===== src/rtl/fi_rec_pkg.sv =====
package fi_rec_pkg;
  typedef enum logic [2:0] {
    ST_MON,
    ST_RELOAD,
    ST_REREAD,
    ST_PWR_OFF,
    ST_PWR_WAIT,
    ST_INIT
  } rec_state_e;
endpackage


===== src/rtl/fi_burst_judge.sv =====
module fi_burst_judge #(
  parameter int ACC_W = 7
) (
  input  logic             clk_i,
  input  logic             rst_ni,
  input  logic             cmp_valid_i,
  input  logic             cmp_err_i,
  input  logic             cmp_last_i,
  input  logic [ACC_W-1:0] thresh_i,
  output logic             verdict_v_o,
  output logic             verdict_bad_o
);
  localparam logic [ACC_W-1:0] ACC_MAX = '1;

  logic [ACC_W-1:0] acc_q;
  logic [ACC_W-1:0] acc_nx;

  always_comb begin
    acc_nx = acc_q;
    if (cmp_valid_i && cmp_err_i && acc_q != ACC_MAX) acc_nx = acc_q + 1'b1;
  end

  always_ff @(posedge clk_i or negedge rst_ni) begin
    if (!rst_ni) begin
      acc_q         <= '0;
      verdict_v_o   <= 1'b0;
      verdict_bad_o <= 1'b0;
    end else begin
      verdict_v_o   <= cmp_valid_i && cmp_last_i;
      verdict_bad_o <= cmp_valid_i && cmp_last_i && (acc_nx > thresh_i);
      // count restarts for each burst
      if (cmp_valid_i && cmp_last_i) acc_q <= '0;
      else                           acc_q <= acc_nx;
    end
  end
endmodule


===== src/rtl/fi_rec_fsm.sv =====
module fi_rec_fsm
  import fi_rec_pkg::*;
#(
  parameter int TMR_W = 16
) (
  input  logic             clk_i,
  input  logic             rst_ni,
  input  logic             verdict_v_i,
  input  logic             verdict_bad_i,
  input  logic             reload_ack_i,
  input  logic             init_ack_i,
  input  logic [TMR_W-1:0] off_cycles_i,
  input  logic [TMR_W-1:0] on_wait_i,
  output logic             reload_req_o,
  output logic             reread_req_o,
  output logic             init_req_o,
  output logic             pwr_en_o,
  output logic             busy_o,
  output logic             soft_inc_o,
  output logic             hard_inc_o
);
  rec_state_e       state_q, state_d;
  logic [TMR_W-1:0] tmr_q;
  logic [TMR_W:0]   tmr_nx;
  logic             off_done, wait_done;

  assign tmr_nx    = {1'b0, tmr_q} + 1'b1;
  // a zero setting still gives one cycle
  assign off_done  = tmr_nx >= {1'b0, off_cycles_i};
  assign wait_done = tmr_nx >= {1'b0, on_wait_i};

  always_comb begin
    state_d    = state_q;
    soft_inc_o = 1'b0;
    hard_inc_o = 1'b0;
    unique case (state_q)
      ST_MON:      if (verdict_v_i && verdict_bad_i) state_d = ST_RELOAD;
      ST_RELOAD:   if (reload_ack_i) state_d = ST_REREAD;
      ST_REREAD: begin
        if (verdict_v_i) begin
          if (verdict_bad_i) begin
            state_d    = ST_PWR_OFF;
            hard_inc_o = 1'b1;
          end else begin
            state_d    = ST_MON;
            soft_inc_o = 1'b1;
          end
        end
      end
      ST_PWR_OFF:  if (off_done) state_d = ST_PWR_WAIT;
      ST_PWR_WAIT: if (wait_done) state_d = ST_INIT;
      ST_INIT:     if (init_ack_i) state_d = ST_MON;
      default:     state_d = ST_MON;
    endcase
  end

  always_ff @(posedge clk_i or negedge rst_ni) begin
    if (!rst_ni) begin
      state_q <= ST_MON;
      tmr_q   <= '0;
    end else begin
      state_q <= state_d;
      if (state_d != state_q) tmr_q <= '0;
      else                    tmr_q <= tmr_nx[TMR_W-1:0];
    end
  end

  assign reload_req_o = state_q == ST_RELOAD;
  assign reread_req_o = state_q == ST_REREAD;
  assign init_req_o   = state_q == ST_INIT;
  assign pwr_en_o     = state_q != ST_PWR_OFF;
  assign busy_o       = state_q != ST_MON;
endmodule


===== src/rtl/fi_sat_counter.sv =====
module fi_sat_counter #(
  parameter int CNT_W = 16
) (
  input  logic             clk_i,
  input  logic             rst_ni,
  input  logic             clr_i,
  input  logic             inc_i,
  output logic [CNT_W-1:0] cnt_o
);
  localparam logic [CNT_W-1:0] CNT_MAX = '1;

  always_ff @(posedge clk_i or negedge rst_ni) begin
    if (!rst_ni)                         cnt_o <= '0;
    else if (clr_i)                      cnt_o <= '0;
    else if (inc_i && cnt_o != CNT_MAX)  cnt_o <= cnt_o + 1'b1;
  end
endmodule


===== src/rtl/fi_recovery_ctrl.sv =====
module fi_recovery_ctrl #(
  parameter int MAX_BURST = 64,
  parameter int TMR_W     = 16,
  parameter int CNT_W     = 16,
  localparam int ACC_W    = $clog2(MAX_BURST + 1)
) (
  input  logic             clk_i,
  input  logic             rst_ni,
  input  logic             cmp_valid_i,
  input  logic             cmp_err_i,
  input  logic             cmp_last_i,
  input  logic [ACC_W-1:0] thresh_i,
  input  logic [TMR_W-1:0] off_cycles_i,
  input  logic [TMR_W-1:0] on_wait_i,
  output logic             reload_req_o,
  input  logic             reload_ack_i,
  output logic             reread_req_o,
  output logic             init_req_o,
  input  logic             init_ack_i,
  output logic             pwr_en_o,
  output logic             busy_o,
  input  logic             cnt_clr_i,
  output logic [CNT_W-1:0] soft_cnt_o,
  output logic [CNT_W-1:0] hard_cnt_o
);
  logic             verdict_v, verdict_bad;
  logic [1:0]       inc;
  logic [CNT_W-1:0] cnt [2];

  fi_burst_judge #(.ACC_W(ACC_W)) u_judge (
    .clk_i, .rst_ni, .cmp_valid_i, .cmp_err_i, .cmp_last_i, .thresh_i,
    .verdict_v_o(verdict_v), .verdict_bad_o(verdict_bad)
  );

  fi_rec_fsm #(.TMR_W(TMR_W)) u_fsm (
    .clk_i, .rst_ni,
    .verdict_v_i(verdict_v), .verdict_bad_i(verdict_bad),
    .reload_ack_i, .init_ack_i, .off_cycles_i, .on_wait_i,
    .reload_req_o, .reread_req_o, .init_req_o, .pwr_en_o, .busy_o,
    .soft_inc_o(inc[0]), .hard_inc_o(inc[1])
  );

  for (genvar g = 0; g < 2; g++) begin : g_cnt
    fi_sat_counter #(.CNT_W(CNT_W)) u_cnt (
      .clk_i, .rst_ni, .clr_i(cnt_clr_i), .inc_i(inc[g]), .cnt_o(cnt[g])
    );
  end

  assign soft_cnt_o = cnt[0];
  assign hard_cnt_o = cnt[1];
endmodule


===== config.mk =====
export PLATFORM = sky130hd
export DESIGN_NAME = fi_recovery_ctrl
export DESIGN_NICKNAME = d
export VERILOG_FILES = /design/src/rtl/fi_rec_pkg.sv /design/src/rtl/fi_burst_judge.sv /design/src/rtl/fi_rec_fsm.sv /design/src/rtl/fi_sat_counter.sv /design/src/rtl/fi_recovery_ctrl.sv
export SDC_FILE = /design/constraint.sdc
export NUM_CORES = 1
export LEC_CHECK = 0
export BUFFER_PORTS_ARGS = -buffer_cell sky130_fd_sc_hd__buf_2
export CAP_MARGIN = 20
export CORE_ASPECT_RATIO = 0.6
export CORE_MARGIN = 2
export CORE_UTILIZATION = 60
export CTS_CLUSTER_DIAMETER = 80
export DETAILED_ROUTE_END_ITERATION = 16
export HOLD_SLACK_MARGIN = 0.06
export PLACE_DENSITY = 0.95
export SETUP_SLACK_MARGIN = 0.15
export SLEW_MARGIN = 20
export SYNTH_ARGS = -nofsm -noshare
export SYNTH_HDL_FRONTEND = slang
export SYNTH_SLANG_ARGS = --single-unit

===== constraint.sdc =====
create_clock -name clk_i -period 6.7 [get_ports clk_i]
set_input_delay 1.34 -clock clk_i [delete_from_list [all_inputs] [get_ports clk_i]]
set_output_delay 1.34 -clock clk_i [all_outputs]
set_load 0.05 [all_outputs]

## After elaboration in Yosys (flattened, before gate mapping)

Cells that the tools add are included.

- Bits in registers: 60

- Eq/ne operators: 10
- Reduce and logical (&&, ||, !) cells: 11
- $add $sub $neg: 4
- Mux-type cells: 21
- Order comparisons: 3

Operator list:

| kind | count |
|---|---|
| 16-bit two-way mux | 5 |
| 17-bit by 16-bit >= comparator with 1-bit output | 2 |
| 16-bit by 1-bit adder with 16-bit output (second input constant) | 2 |
| 16-bit inequality test (second input constant) | 2 |
| 3-bit two-way mux | 6 |
| 3-bit one-hot mux with 6 select lines | 1 |
| 16-bit by 1-bit adder with 17-bit output (second input constant) | 1 |
| 7-bit two-way mux | 2 |
| 7-bit by 1-bit adder with 7-bit output (second input constant) | 1 |
| 7-bit > comparator | 1 |
| 1-bit logical AND | 7 |
| 7-bit inequality test (second input constant) | 1 |
| 3-bit by 2-bit == test with 1-bit output (second input constant) | 2 |
| 3-bit == test (second input constant) | 2 |
| 1-bit two-way mux | 6 |
| 2-bit nonzero test | 2 |
| 3-bit by 1-bit == test with 1-bit output (second input constant) | 1 |
| 3-bit zero test | 1 |
| 3-bit by 2-bit inequality test with 1-bit output (second input constant) | 1 |
| 3-bit inequality test | 1 |
| 3-bit nonzero test | 1 |
| 2-bit two-way mux | 1 |

## Logic depth before layout (Yosys ltp)

Gate-level depths: netlist (run 1).

- Depth in word-level cells: 6
- Mapped depth: 13

## Cells and area by module

A second synthesis (run 1) with hierarchy kept.

- Cells, all modules: 509
- Area total of the unflattened synthesis: 4718.3 um2

By module, submodules not included:

| module | seq. area each (um2) | cells an instance | times used | area each (um2) |
|---|---|---|---|---|
| fi_rec_fsm | 475.5 | 241 | 1 | 2133.3 |
| fi_sat_counter | 400.4 | 98 | 2 | 942.2 |
| fi_burst_judge | 225.2 | 72 | 1 | 700.7 |

## Worst setup path before layout (run 1)

OpenSTA, ideal clock, no wires.

- Path kind: input -> register
- Start point: input port off_cycles_i[2]
- End point: register u_fsm.tmr_q[10]
- Buffers on the path: 1
- Setup time: 96 ps
- Path slack: 3492 ps
- Cell stages on the path: 9
- Data arrival time: 3113 ps
- Data required time: 6604 ps
- Cells stage by stage: inv_1 ha_1 a211oi_1 or3_1 o311ai_0 a2111oi_1 nor2_1 buf_4 nor4b_2

- Longest elaborated chain between the ends: 5

Ends and longest elaborated chain:

| what | RTL line | source |
|---|---|---|
| start, declared | fi_recovery_ctrl.sv:13 | `input logic [TMR_W-1:0] off_cycles_i,` |
| 17-bit by 16-bit >= comparator with 1-bit output | fi_rec_fsm.sv:29 | `assign off_done = tmr_nx >= {1'b0, off_cycles_i};` |
| 3-bit two-way mux | fi_rec_fsm.sv:50 | `ST_PWR_OFF: if (off_done) state_d = ST_PWR_WAIT;` |
| 3-bit one-hot mux with 6 select lines | fi_rec_fsm.sv:36 | `unique case (state_q)` |
| 3-bit inequality test | fi_rec_fsm.sv:63 | `if (state_d != state_q) tmr_q <= '0;` |
| 16-bit two-way mux | fi_rec_fsm.sv:63 |  |
| end signal, assigned | fi_rec_fsm.sv:64 | `else tmr_q <= tmr_nx[TMR_W-1:0];` |
| end, declared | fi_rec_fsm.sv:23 | `logic [TMR_W-1:0] tmr_q;` |

No other way between the ends.
A chain may end at the register's enable or synchronous reset.

## Worst setup path in the final report (run 1)

- Start point: register u_fsm.tmr_q[0]
- End point: register u_fsm.tmr_q[1]

- Longest elaborated chain between the ends: 6
- Elaborated cells on any way between the ends: 8
- Those cells by class: 1 x add/sub; 2 x order compare; 1 x eq/ne; 4 x mux

Ends and longest elaborated chain:

| what | RTL line | source |
|---|---|---|
| 16-bit by 1-bit adder with 17-bit output * | fi_rec_fsm.sv:27 | `assign tmr_nx = {1'b0, tmr_q} + 1'b1;` |
| 17-bit by 16-bit >= comparator with 1-bit output (on tied branches) | fi_rec_fsm.sv:30, fi_rec_fsm.sv:29 |  |
| 3-bit two-way mux (on tied branches) | fi_rec_fsm.sv:51, fi_rec_fsm.sv:50 |  |
| 3-bit one-hot mux with 6 select lines | fi_rec_fsm.sv:36 |  |
| 3-bit inequality test | fi_rec_fsm.sv:63 |  |
| 16-bit two-way mux * | fi_rec_fsm.sv:63 |  |

Mark *: on every way between the ends. The rest lies on a longest branch, timed or not.

==> out/qor.csv, run 1 <==
stage,metric,value,unit
outcome,status,finished clean,
pwr,total power,0.996,mW
placement,GPL Wtd Cong,0.934,
die,Starting Density,62.1,%
setup_path,slowest CP cell,a21oi_2,
route,routed length per instance,17.7,µm
pwr,PwrDens,200,mW/mm²
logic_synthesis,"count leader, synth",dfrtp_1,
pwr,Leak,2.62,nW
logic_synthesis,multiplexer share of the synthesized area,0.754,%
logic_synthesis,most area-hungry cell type in the Yosys netlist,dfrtp_1,
cells_and_area,Layout Nets,623,
sta,final hold viol count,0,
logic_synthesis,syn avg cell area,9.32,µm²
setup_path,Crit Path Category,register to register,
sta,setup_tns,0,ps
logic_synthesis,Post-Syn Area,0.00415,mm²
die,CORE AREA,0.00668,mm²
clock_tree,"CTS clk-pin slew, worst paths",50,ps
route,Total Wirelength,11000,µm
placement,hpwl dp,7790,µm
setup_path,Worst Setup Start Kind,register,
min_path,worst min-delay path category,register to register,
sta,Max Freq,232,MHz
logic_synthesis,main combinational cell family by area after synthesis,simple AND/OR/NAND/NOR gates,
setup_path,slowest cell delay on critical path,890,ps
route,post-route ant nets,0,
logic_synthesis,post-synthesis xor/xnor area fraction,9.92,%
sta,RSZ-0062 raised after global routing,no,
grt,number of global-route vias before repair,3662,
min_path,Worst Hold Depth,2,
grt,maximum number of pins on one net before global-route repair,61,
logic_synthesis,Synth Area in Adders,13.0,%
logic_synthesis,commonest cells in the netlist,"60 x dfrtp_1, 45 x inv_1, 45 x nor2_1, 43 x ha_1, 32 x nand2_1",
setup_path,Reg2Reg Depth,12,
route,drt drc,0,
sta,Slew headroom,26.7,%
clock_tree,Clock H-tree levels,3,
cells_and_area,antenna cells,0,
logic_synthesis,async set-or-reset flop fraction in the synthesized netlist,100,%
die,die width,111,µm
die,Die Y,68.4,µm
setup_path,"CP delay by family, top",simple AND/OR/NAND/NOR gates,
setup_path,Setup crit end kind,register,
logic_synthesis,simple-gate area share of the yosys netlist,24.6,%
clock_tree,worst-skew pair later-pin latency,320,ps
route,TritonRoute pass-1 iters,6,
clock_tree,worst-case clock buffer depth,2,
clock_tree,"Setup Fix Bufs, Post-CTS",0,
logic_synthesis,post-synthesis cell count,445,
job,Max Cap Viol,0,
route,via-per-instance ratio,6.06,
clock_tree,Num CTS Buffers,9,
sta,fin crit share,64.3,%
setup_path,WP depth,12,
logic_synthesis,Post-synth EDFFs,0,
logic_synthesis,Yosys top cell area share,36.2,%
setup_path,"Critical Path, Cell by Cell",ha_1 > nand4_1 > nor3_2 > nand3_1 > xnor2_1 > ha_1 > and4_1 > nand4_1 > nor4_1 > o32ai_2 > a21oi_2 > nor4b_1,
logic_synthesis,count of state elements after synthesis,60,
sta,pins over their slew limit,0,
cells_and_area,Area growth syn-to-layout,20.2,%
sta,worst clock skew,5.89,ps
setup_path,critical path required time,6840,ps
setup_path,CP Max Fanout,16,
route,DRT iter0 DRCs,385,
logic_synthesis,Syn Nets,535,
grt,GRT Util Overall,30.0,%
grt,first-pass GRT wire length,17700,µm
die,Top Ports,84,
grt,initial antenna violation count,0,
die,# rows,23,
sta,Final min period,4310,ps
grt,GRT Residual Overflow,0,
logic_synthesis,Compound-Gate Fraction of Synth Area,10.5,%
pwr,Max VDD drop,0.000159,V
logic_synthesis,"Top FF cell, synth",dfrtp_1,
clock_tree,TritonCTS Sinks,60,
clock_tree,hold_buf cts,0,
die,die area,0.00762,mm²
logic_synthesis,largest cells by area after synthesis,"dfrtp_1 36%, ha_1 13%, xor2_1 5.7%, xnor2_1 4.2%, inv_1 4.1%",
logic_synthesis,"Distinct cells, synth",57,
cells_and_area,share of cells above drive strength 1,22.0,%
setup_path,Worst EP arrival,4460,ps
sta,Final setup viols,0,
logic_synthesis,Synth Warn #,0,
clock_tree,CTS tree,built,
clock_tree,PostCTS Resize Cnt,0,
placement,IO buf count,83,
clock_tree,Clock Tree Root,clkbuf_16,
setup_path,Worst Path Buf+Inv,0,
route,vias post-DR,3780,
logic_synthesis,register area share after synthesis,36.2,%
sta,slew of the pin with the lowest slew margin,1100,ps
[kinds of logic after synthesis]
kind of cell,after synthesis
xor gates and xnor gates,47
and+or+nand+nor,176
buffers and inverters,53
AOI/OAI and AO/OA,63
muxes,3
DFF,60
adders and majority gates,43
[stage by stage]
stage | hold slack [ps] | instances | util, % | instance area, µm² | setup slack, ps
after floorplan | 511 | 445 | - | 4150 | 3490
after global placement | 539 | 609 | 69.6 | 4640 | 2940
after detailed placement | 545 | 609 | 69.6 | 4640 | 2630
after CTS | 556 | 624 | 74.6 | 4980 | 2550
after global routing | 586 | 624 | 74.6 | 4980 | 2240
final | 557 | 624 | 74.6 | 4980 | 2390
[cell type report]
cell class / instances / area [µm²]
fill: 407 / 1690
sequential: 60 / 1500
tap: 87 / 109
clock buffer: 10 / 239
inverter: 45 / 169
timing repair buffer: 85 / 430
clock inverter: 5 / 100
multi-input combinational: 332 / 2430
[power breakdown]
| group | total (mW) | switching (mW) | internal (mW) |
|---|---|---|---|
| Combinational | 0.0947 | 0.0536 | 0.0411 |
| Sequential | 0.377 | 0.00738 | 0.370 |
| Clock | 0.524 | 0.155 | 0.369 |
| Total | 0.996 | 0.216 | 0.780 |
[registers in the layout (all words and copies together) (netlist names)]
signal and cells:
u_fsm.tmr_q 16, u_judge.verdict_bad_o 1, u_judge.verdict_v_o 1, u_judge.acc_q 7, u_fsm.state_q 3, g_cnt.u_cnt.cnt_o 32
[path summary, 6_finish.rpt]
path	start	endpoint	slack, ps
max	u_fsm.tmr_q[0]$_DFF_PN0_	u_fsm.tmr_q[1]$_DFF_PN0_	2390
min	g_cnt[0].u_cnt.cnt_o[9]$_DFFE_PN0P_	g_cnt[0].u_cnt.cnt_o[9]$_DFFE_PN0P_	560
max reg2reg	u_fsm.tmr_q[0]$_DFF_PN0_	u_fsm.tmr_q[1]$_DFF_PN0_	2390
min reg2reg	g_cnt[0].u_cnt.cnt_o[9]$_DFFE_PN0P_	g_cnt[0].u_cnt.cnt_o[9]$_DFFE_PN0P_	560
max in group asynchronous	rst_ni	u_judge.acc_q[0]$_DFF_PN0_	5020
min in group asynchronous	rst_ni	g_cnt[0].u_cnt.cnt_o[11]$_DFFE_PN0P_	1160
[cell usage in the layout (no fill, tap or decap), drive strengths merged, types with 4 or more instances in the layout]
cell type / count
buf: 85
dfrtp: 60
inv: 45
nor2: 45
ha: 43
nand2: 32
xor2: 27
nand3: 22
a21oi: 21
xnor2: 20
nand4: 18
nor4b: 15
clkbuf: 10
o21ai: 9
and4: 6
and3: 6
a21boi: 6
nor3: 6
nor2b: 5
or3: 4
a21o: 4
a31oi: 4
[worst reg2reg max path, delay by kind of cell (launching register included)]
kind,cells,cell delay [ps]
AND/OR/NAND/NOR,7,1800
XOR/XNOR,1,180
AO/OA/AOI/OAI,2,1050
flip-flops,1,490
adder cells (fa/ha/maj),2,610
[metal layers]
layer / track usage, % / wire length [µm] / vias up
li1: - / - / 1744
met1: 36.6 / 4570 / 1814
met2: 53.9 / 5290 / 189
met3: 6.82 / 893 / 33
met4: 10.6 / 266 / 0
met5: 0 / 0 / -
No activity file was read; power rests on OpenSTA's default activity.
==> run 2: changes to the inputs <==
Settings changed: CORE_UTILIZATION 60 to 56, PLACE_DENSITY 0.95 to 0.92.
Clock period 6.7 ns to 4.05 ns, I/O delays scaled along.
==> out/qor.csv, run 2 (synthesis gave the netlist of run 1 again) <==
stage,metric,value,unit,change
grt,GRT Residual Overflow,0,,unchanged
cells_and_area,highest-count cells in the layout ignoring fill and taps,"83 x buf_2, 59 x dfrtp_1, 45 x inv_1",,
sta,Slew headroom,43.2,%,+17 points
grt,initial antenna violation count,0,,unchanged
setup_path,CP startpoint,u_fsm.tmr_q[0]$_DFF_PN0_,,
clock_tree,PostCTS Resize Cnt,0,,unchanged
setup_path,r2r startpoint,u_fsm.tmr_q[0]$_DFF_PN0_,,
clock_tree,TritonCTS Sinks,60,,unchanged
setup_path,Worst EP arrival,3820,ps,-640 ps
setup_path,CP Max Fanout,9,,-7
route,routed length per instance,16.2,µm,-8.4%
clock_tree,CTS tree,built,,
cells_and_area,Largest Register,g_cnt.u_cnt.cnt_o,,
route,via-per-instance ratio,5.86,,-3.3%
cells_and_area,Area growth syn-to-layout,20.5,%,
placement,hpwl dp,7780,µm,about the same
sta,slew of the pin with the lowest slew margin,846,ps,-254 ps
grt,first-pass GRT wire length,17100,µm,-3.3%
setup_path,Setup crit end kind,register,,
clock_tree,Num CTS Buffers,9,,unchanged
sta,Final setup viols,0,,unchanged
cells_and_area,antenna cells,0,,unchanged
placement,IO buf count,83,,unchanged
cells_and_area,"commonest non-fill, non-tap cell in the layout",buf_2,,
cells_and_area,Layout Nets,625,,+0.32%
pwr,total power,1.53,mW,+53%
cells_and_area,Largest register FFs,32,,unchanged
clock_tree,Clock H-tree levels,3,,unchanged
clock_tree,worst-skew pair later-pin latency,330,ps,about the same
sta,final hold viol count,0,,unchanged
min_path,worst min-delay path category,register to register,,
setup_path,Crit Path Category,register to register,,
sta,Max Freq,277,MHz,+19%
route,vias post-DR,3690,,-2.4%
clock_tree,worst-case clock buffer depth,2,,unchanged
min_path,hold wc startpoint,u_fsm.tmr_q[0]$_DFF_PN0_,,
die,# rows,24,,+4.3%
die,Top Ports,84,,unchanged
setup_path,Worst Setup Start Kind,register,,
cells_and_area,Top Registers,"g_cnt.u_cnt.cnt_o x32, u_fsm.tmr_q x16, u_judge.acc_q x7",,
clock_tree,hold_buf cts,0,,unchanged
grt,maximum number of pins on one net before global-route repair,34,,-44%
job,Max Cap Viol,0,,unchanged
route,post-route ant nets,0,,unchanged
sta,RSZ-0062 raised after global routing,no,,
route,Total Wirelength,10200,µm,-7.5%
outcome,status,finished clean,,
die,Die Y,70.7,µm,+3.3%
clock_tree,Clock Tree Root,clkbuf_16,,
route,TritonRoute pass-1 iters,5,,-1
setup_path,r2r setup slk,440,ps,-1950 ps
pwr,Leak,2.62,nW,+0.17%
grt,number of global-route vias before repair,3674,,+0.33%
die,CORE AREA,0.00721,mm²,+7.9%
cells_and_area,share of cells above drive strength 1,23.2,%,+1.2 points
setup_path,critical path required time,4260,ps,-2580 ps
grt,GRT Util Overall,26.8,%,-3.2 points
sta,worst clock skew,4.48,ps,-1.41 ps
die,Starting Density,57.6,%,-4.6 points
sta,pins over their slew limit,0,,unchanged
pwr,PwrDens,305,mW/mm²,+53%
clock_tree,"Setup Fix Bufs, Post-CTS",0,,unchanged
route,DRT iter0 DRCs,304,,-21%
sta,Final min period,3610,ps,-698 ps
pwr,Max VDD drop,0.000225,V,+42%
sta,setup_tns,0,ps,unchanged
route,drt drc,0,,unchanged
placement,GPL Wtd Cong,0.937,,+0.25%
die,die width,115,µm,+3.4%
sta,fin crit share,89.2,%,+25 points
clock_tree,"CTS clk-pin slew, worst paths",50,ps,about the same
die,die area,0.00813,mm²,+6.8%
## run 2: routing by layer
metal / track usage, % / routed length, µm / up-vias
met5: 0 / 0 / -
met4: 9.91 / 218 / 0
met3: 6.94 / 758 / 23
met2: 42.5 / 4750 / 140
met1: 35.9 / 4460 / 1770
li1: - / - / 1757
## run 2: layout make-up
type / instances / area, µm²
Multi-Input combinational cell: 332 / 2470
Fill cell: 525 / 2210
Sequential cell: 60 / 1500
Timing Repair Buffer: 87 / 445
Clock buffer: 11 / 243
Inverter: 45 / 169
Tap cell: 91 / 114
Clock inverter: 4 / 50.0
## run 2: path summary, 6_finish.rpt
| kind | endpoint | cells past startpoint |
|---|---|---|
| max | u_fsm.tmr_q[1]$_DFF_PN0_ | 12 |
| min | u_fsm.tmr_q[0]$_DFF_PN0_ | 1 |
| max reg2reg | u_fsm.tmr_q[1]$_DFF_PN0_ | 12 |
| min reg2reg | u_fsm.tmr_q[0]$_DFF_PN0_ | 1 |
| max in group asynchronous | u_fsm.tmr_q[0]$_DFF_PN0_ | 2 |
| min in group asynchronous | g_cnt[0].u_cnt.cnt_o[12]$_DFFE_PN0P_ | 1 |
## run 2: critical path, cell delays in order, from the launching register on
cell and delay (ps):
dfrtp_2 420, ha_1 230, nand4_1 220, nor2_1 200, xor2_1 270, ha_1 310
a21oi_1 230, o21a_1 180, o311ai_0 240, a2111oi_2 510, nor2_4 160, buf_4 220
nor4b_1 300
## run 2: report_power, final
part | internal, mW | switching [mW] | total [mW]
Combinational | 0.0668 | 0.0847 | 0.152
Sequential | 0.612 | 0.0122 | 0.624
Clock | 0.488 | 0.262 | 0.750
Total | 1.17 | 0.359 | 1.53
## run 2: metrics by stage
step | hold slack [ps] | utilization, % | setup WS [ps] | instances | area (µm²)
after floorplan | 511 | - | 961 | 445 | 4150
after global placement | 531 | 64.7 | 480 | 615 | 4660
after detailed placement | 551 | 64.7 | 228 | 615 | 4660
after CTS | 568 | 68.8 | 157 | 630 | 4960
after global routing | 535 | 69.3 | 209 | 630 | 5000
final | 523 | 69.3 | 438 | 630 | 5000
==> run 3: changes to the inputs <==
--- a/config.mk
+++ b/config.mk
@@ -7,5 +7,4 @@
 export LEC_CHECK = 0
 export BUFFER_PORTS_ARGS = -buffer_cell sky130_fd_sc_hd__buf_2
-export CAP_MARGIN = 20
 export CORE_ASPECT_RATIO = 0.6
 export CORE_MARGIN = 2
==> constraint.sdc (replaced) <==
create_clock -name clk_i -period 4.05 [get_ports clk_i]
set_input_delay 0.2025 -clock clk_i [delete_from_list [all_inputs] [get_ports clk_i]]
set_output_delay 0.2025 -clock clk_i [all_outputs]
set_load 0.05 [all_outputs]
==> out/qor.csv, run 3 (synthesis gave the netlist of run 1 again) <==
stage,metric,value,unit,change
grt,first-pass GRT wire length,17400,µm,+1.8%
pwr,PwrDens,308,mW/mm²,+1.0%
min_path,Worst Hold Depth,2,,+1
clock_tree,Num CTS Buffers,9,,unchanged
route,DRT iter0 DRCs,324,,+6.6%
sta,pins over their slew limit,0,,unchanged
placement,hpwl dp,7790,µm,about the same
min_path,Hold Path End,u_judge.acc_q[6]$_DFF_PN0_,,
pwr,Max VDD drop,0.000178,V,-21%
placement,GPL Wtd Cong,0.937,,about the same
cells_and_area,antenna cells,0,,unchanged
setup_path,critical path required time,4250,ps,about the same
sta,Final min period,3680,ps,+62.5 ps
sta,final hold viol count,0,,unchanged
sta,Max Freq,272,MHz,-1.7%
die,die width,115,µm,unchanged
sta,Final setup viols,0,,unchanged
clock_tree,TritonCTS Sinks,60,,unchanged
route,TritonRoute pass-1 iters,5,,unchanged
sta,worst clock skew,8.91,ps,+4.43 ps
sta,RSZ-0062 raised after global routing,no,,
cells_and_area,share of cells above drive strength 1,23.4,%,+0.20 points
grt,met1 usage,35.6,%,-0.32 points
setup_path,slowest cell delay on critical path,480,ps,-30 ps
setup_path,"Critical Path, Cell by Cell",ha_1 > nand4_1 > nor2_1 > xor2_1 > ha_1 > a21oi_1 > o21a_1 > o311ai_0 > a2111oi_2 > buf_4 > nor2_4 > buf_4 > nor4b_1,,
cells_and_area,Largest register FFs,32,,unchanged
sta,slew of the pin with the lowest slew margin,809,ps,-36.4 ps
cells_and_area,Layout Nets,628,,+0.48%
die,Die Y,70.7,µm,unchanged
setup_path,r2r setup slk,370,ps,-60 ps
setup_path,Crit Path Category,register to register,,
min_path,worst min-delay path category,primary input to register,,
grt,GRT Residual Overflow,0,,unchanged
setup_path,reg2reg end,u_fsm.tmr_q[5]$_DFF_PN0_,,
grt,GR Util met3,7.20,%,+0.26 points
route,via-per-instance ratio,5.97,,+1.9%
setup_path,CP Max Fanout,9,,unchanged
setup_path,Worst Setup Start Kind,register,,
cells_and_area,Largest Register,g_cnt.u_cnt.cnt_o,,
setup_path,slowest CP cell,dfrtp_1,,
die,Top Ports,84,,unchanged
sta,Slew headroom,45.9,%,+2.7 points
die,CORE AREA,0.00721,mm²,unchanged
die,die area,0.00813,mm²,unchanged
grt,maximum number of pins on one net before global-route repair,61,,+79%
min_path,hold wc startpoint,cmp_last_i,,
route,post-route ant nets,0,,unchanged
clock_tree,worst-skew pair later-pin latency,330,ps,about the same
clock_tree,CTS tree,built,,
grt,busiest layer in global routing,met2,,
cells_and_area,Top Registers,"g_cnt.u_cnt.cnt_o x32, u_fsm.tmr_q x16, u_judge.acc_q x7",,
outcome,status,finished clean,,
route,vias post-DR,3785,,+2.6%
cells_and_area,highest-count cells in the layout ignoring fill and taps,"83 x buf_2, 60 x dfrtp_1, 45 x inv_1",,
grt,initial antenna violation count,0,,unchanged
route,Total Wirelength,10700,µm,+4.9%
grt,GRT Util Overall,27.3,%,+0.42 points
route,drt drc,0,,unchanged
clock_tree,"CTS clk-pin slew, worst paths",50,ps,about the same
sta,fin crit share,90.7,%,+1.5 points
placement,IO buf count,83,,unchanged
setup_path,Worst EP arrival,3870,ps,+50 ps
sta,setup_tns,0,ps,unchanged
die,Starting Density,57.6,%,unchanged
pwr,Leak,2.65,nW,+1.1%
setup_path,Setup crit end kind,register,,
cells_and_area,"commonest non-fill, non-tap cell in the layout",buf_2,,
clock_tree,worst-case clock buffer depth,2,,unchanged
clock_tree,Clock H-tree levels,3,,unchanged
setup_path,Reg2Reg Depth,13,,+1
clock_tree,Clock Tree Root,clkbuf_16,,
grt,met2 global-route usage,43.9,%,+1.4 points
die,# rows,24,,unchanged
route,routed length per instance,16.9,µm,+4.3%
grt,number of global-route vias before repair,3679,,+0.14%
cells_and_area,Area growth syn-to-layout,21.3,%,
pwr,total power,1.55,mW,+1.7%
job,Max Cap Viol,0,,unchanged
setup_path,r2r startpoint,u_fsm.tmr_q[0]$_DFF_PN0_,,
## run 3: cell count changes in the layout (fill, tap and decap cells not counted), sizes merged
cell,previous run,this run
buf,87,89
clkbuf,11,12
clkinv,1,2
clkinvlp,2,1
dlygate4sd3,0,1
## run 3: worst max-delay path, delay by kind of cell, from the launching register on
family / cells / cell delay, ps
adder cells (fa/ha/maj): 2 / 580
XOR/XNOR: 1 / 260
AND/OR/NAND/NOR: 4 / 810
flip-flops: 1 / 480
buffers and inverters: 2 / 400
AO/OA/AOI/OAI: 4 / 1030
## run 3: cell type report
| type | count | area, µm² |
|---|---|---|
| multi-input cells | 332 | 2470 |
| fillers | 515 | 2170 |
| flip-flops and latches | 60 | 1500 |
| repair buffers | 90 | 470 |
| clock buffers | 12 | 256 |
| inverters | 45 | 169 |
| well taps | 91 | 114 |
| clock inverters | 4 | 47.5 |
## run 3: how the worst max path moves through the flow
stage | from | end | slack, ps | cells after the start
after floorplan | u_fsm.tmr_q[0]$_DFF_PN0_ | u_fsm.tmr_q[6]$_DFF_PN0_ | 960 | 13
after global placement | u_fsm.tmr_q[0]$_DFF_PN0_ | u_fsm.tmr_q[3]$_DFF_PN0_ | 500 | 13
after detailed placement | u_fsm.tmr_q[0]$_DFF_PN0_ | u_fsm.tmr_q[1]$_DFF_PN0_ | 150 | 13
after CTS | u_fsm.tmr_q[0]$_DFF_PN0_ | u_fsm.tmr_q[1]$_DFF_PN0_ | 270 | 13
after global routing | u_fsm.tmr_q[0]$_DFF_PN0_ | u_fsm.tmr_q[1]$_DFF_PN0_ | 130 | 13
final | u_fsm.tmr_q[0]$_DFF_PN0_ | u_fsm.tmr_q[5]$_DFF_PN0_ | 370 | 13
## run 3: timing repair
| action | CTS | global route |
|---|---|---|
| gates cloned | 0 | 0 |
| hold buffers | 1 | 0 |
| resized for setup | 2 | 5 |
| setup buffers | 0 | 2 |
| endpoints found under the hold margin | 30 | 0 |
| endpoints found under the setup margin | 3 | 12 |
| pin swaps | 0 | 4 |
## run 3: where the power goes
group | internal [mW] | switching, mW
logic | 0.0677 | 0.0846
registers | 0.612 | 0.0129
clock network | 0.507 | 0.268
## run 3: per-stage QoR
stage	setup WS (ps)	area, µm²	hold slack, ps	cells	util [%]
6_report	375	5030	137	634	69.8
5_1_grt	134	5030	161	634	69.8
4_1_cts	273	4990	130	632	69.2
3_5_place_dp	145	4660	401	615	64.7
3_3_place_gp	499	4660	395	615	64.7
2_1_floorplan	961	4150	-93.1	445	-
## run 3: per-layer routing
metal / vias to the layer above / part of all wire, %
li1: 1758 / -
met5: - / 0
met3: 30 / 8.3
met2: 190 / 47
met1: 1807 / 42
met4: 0 / 2.4
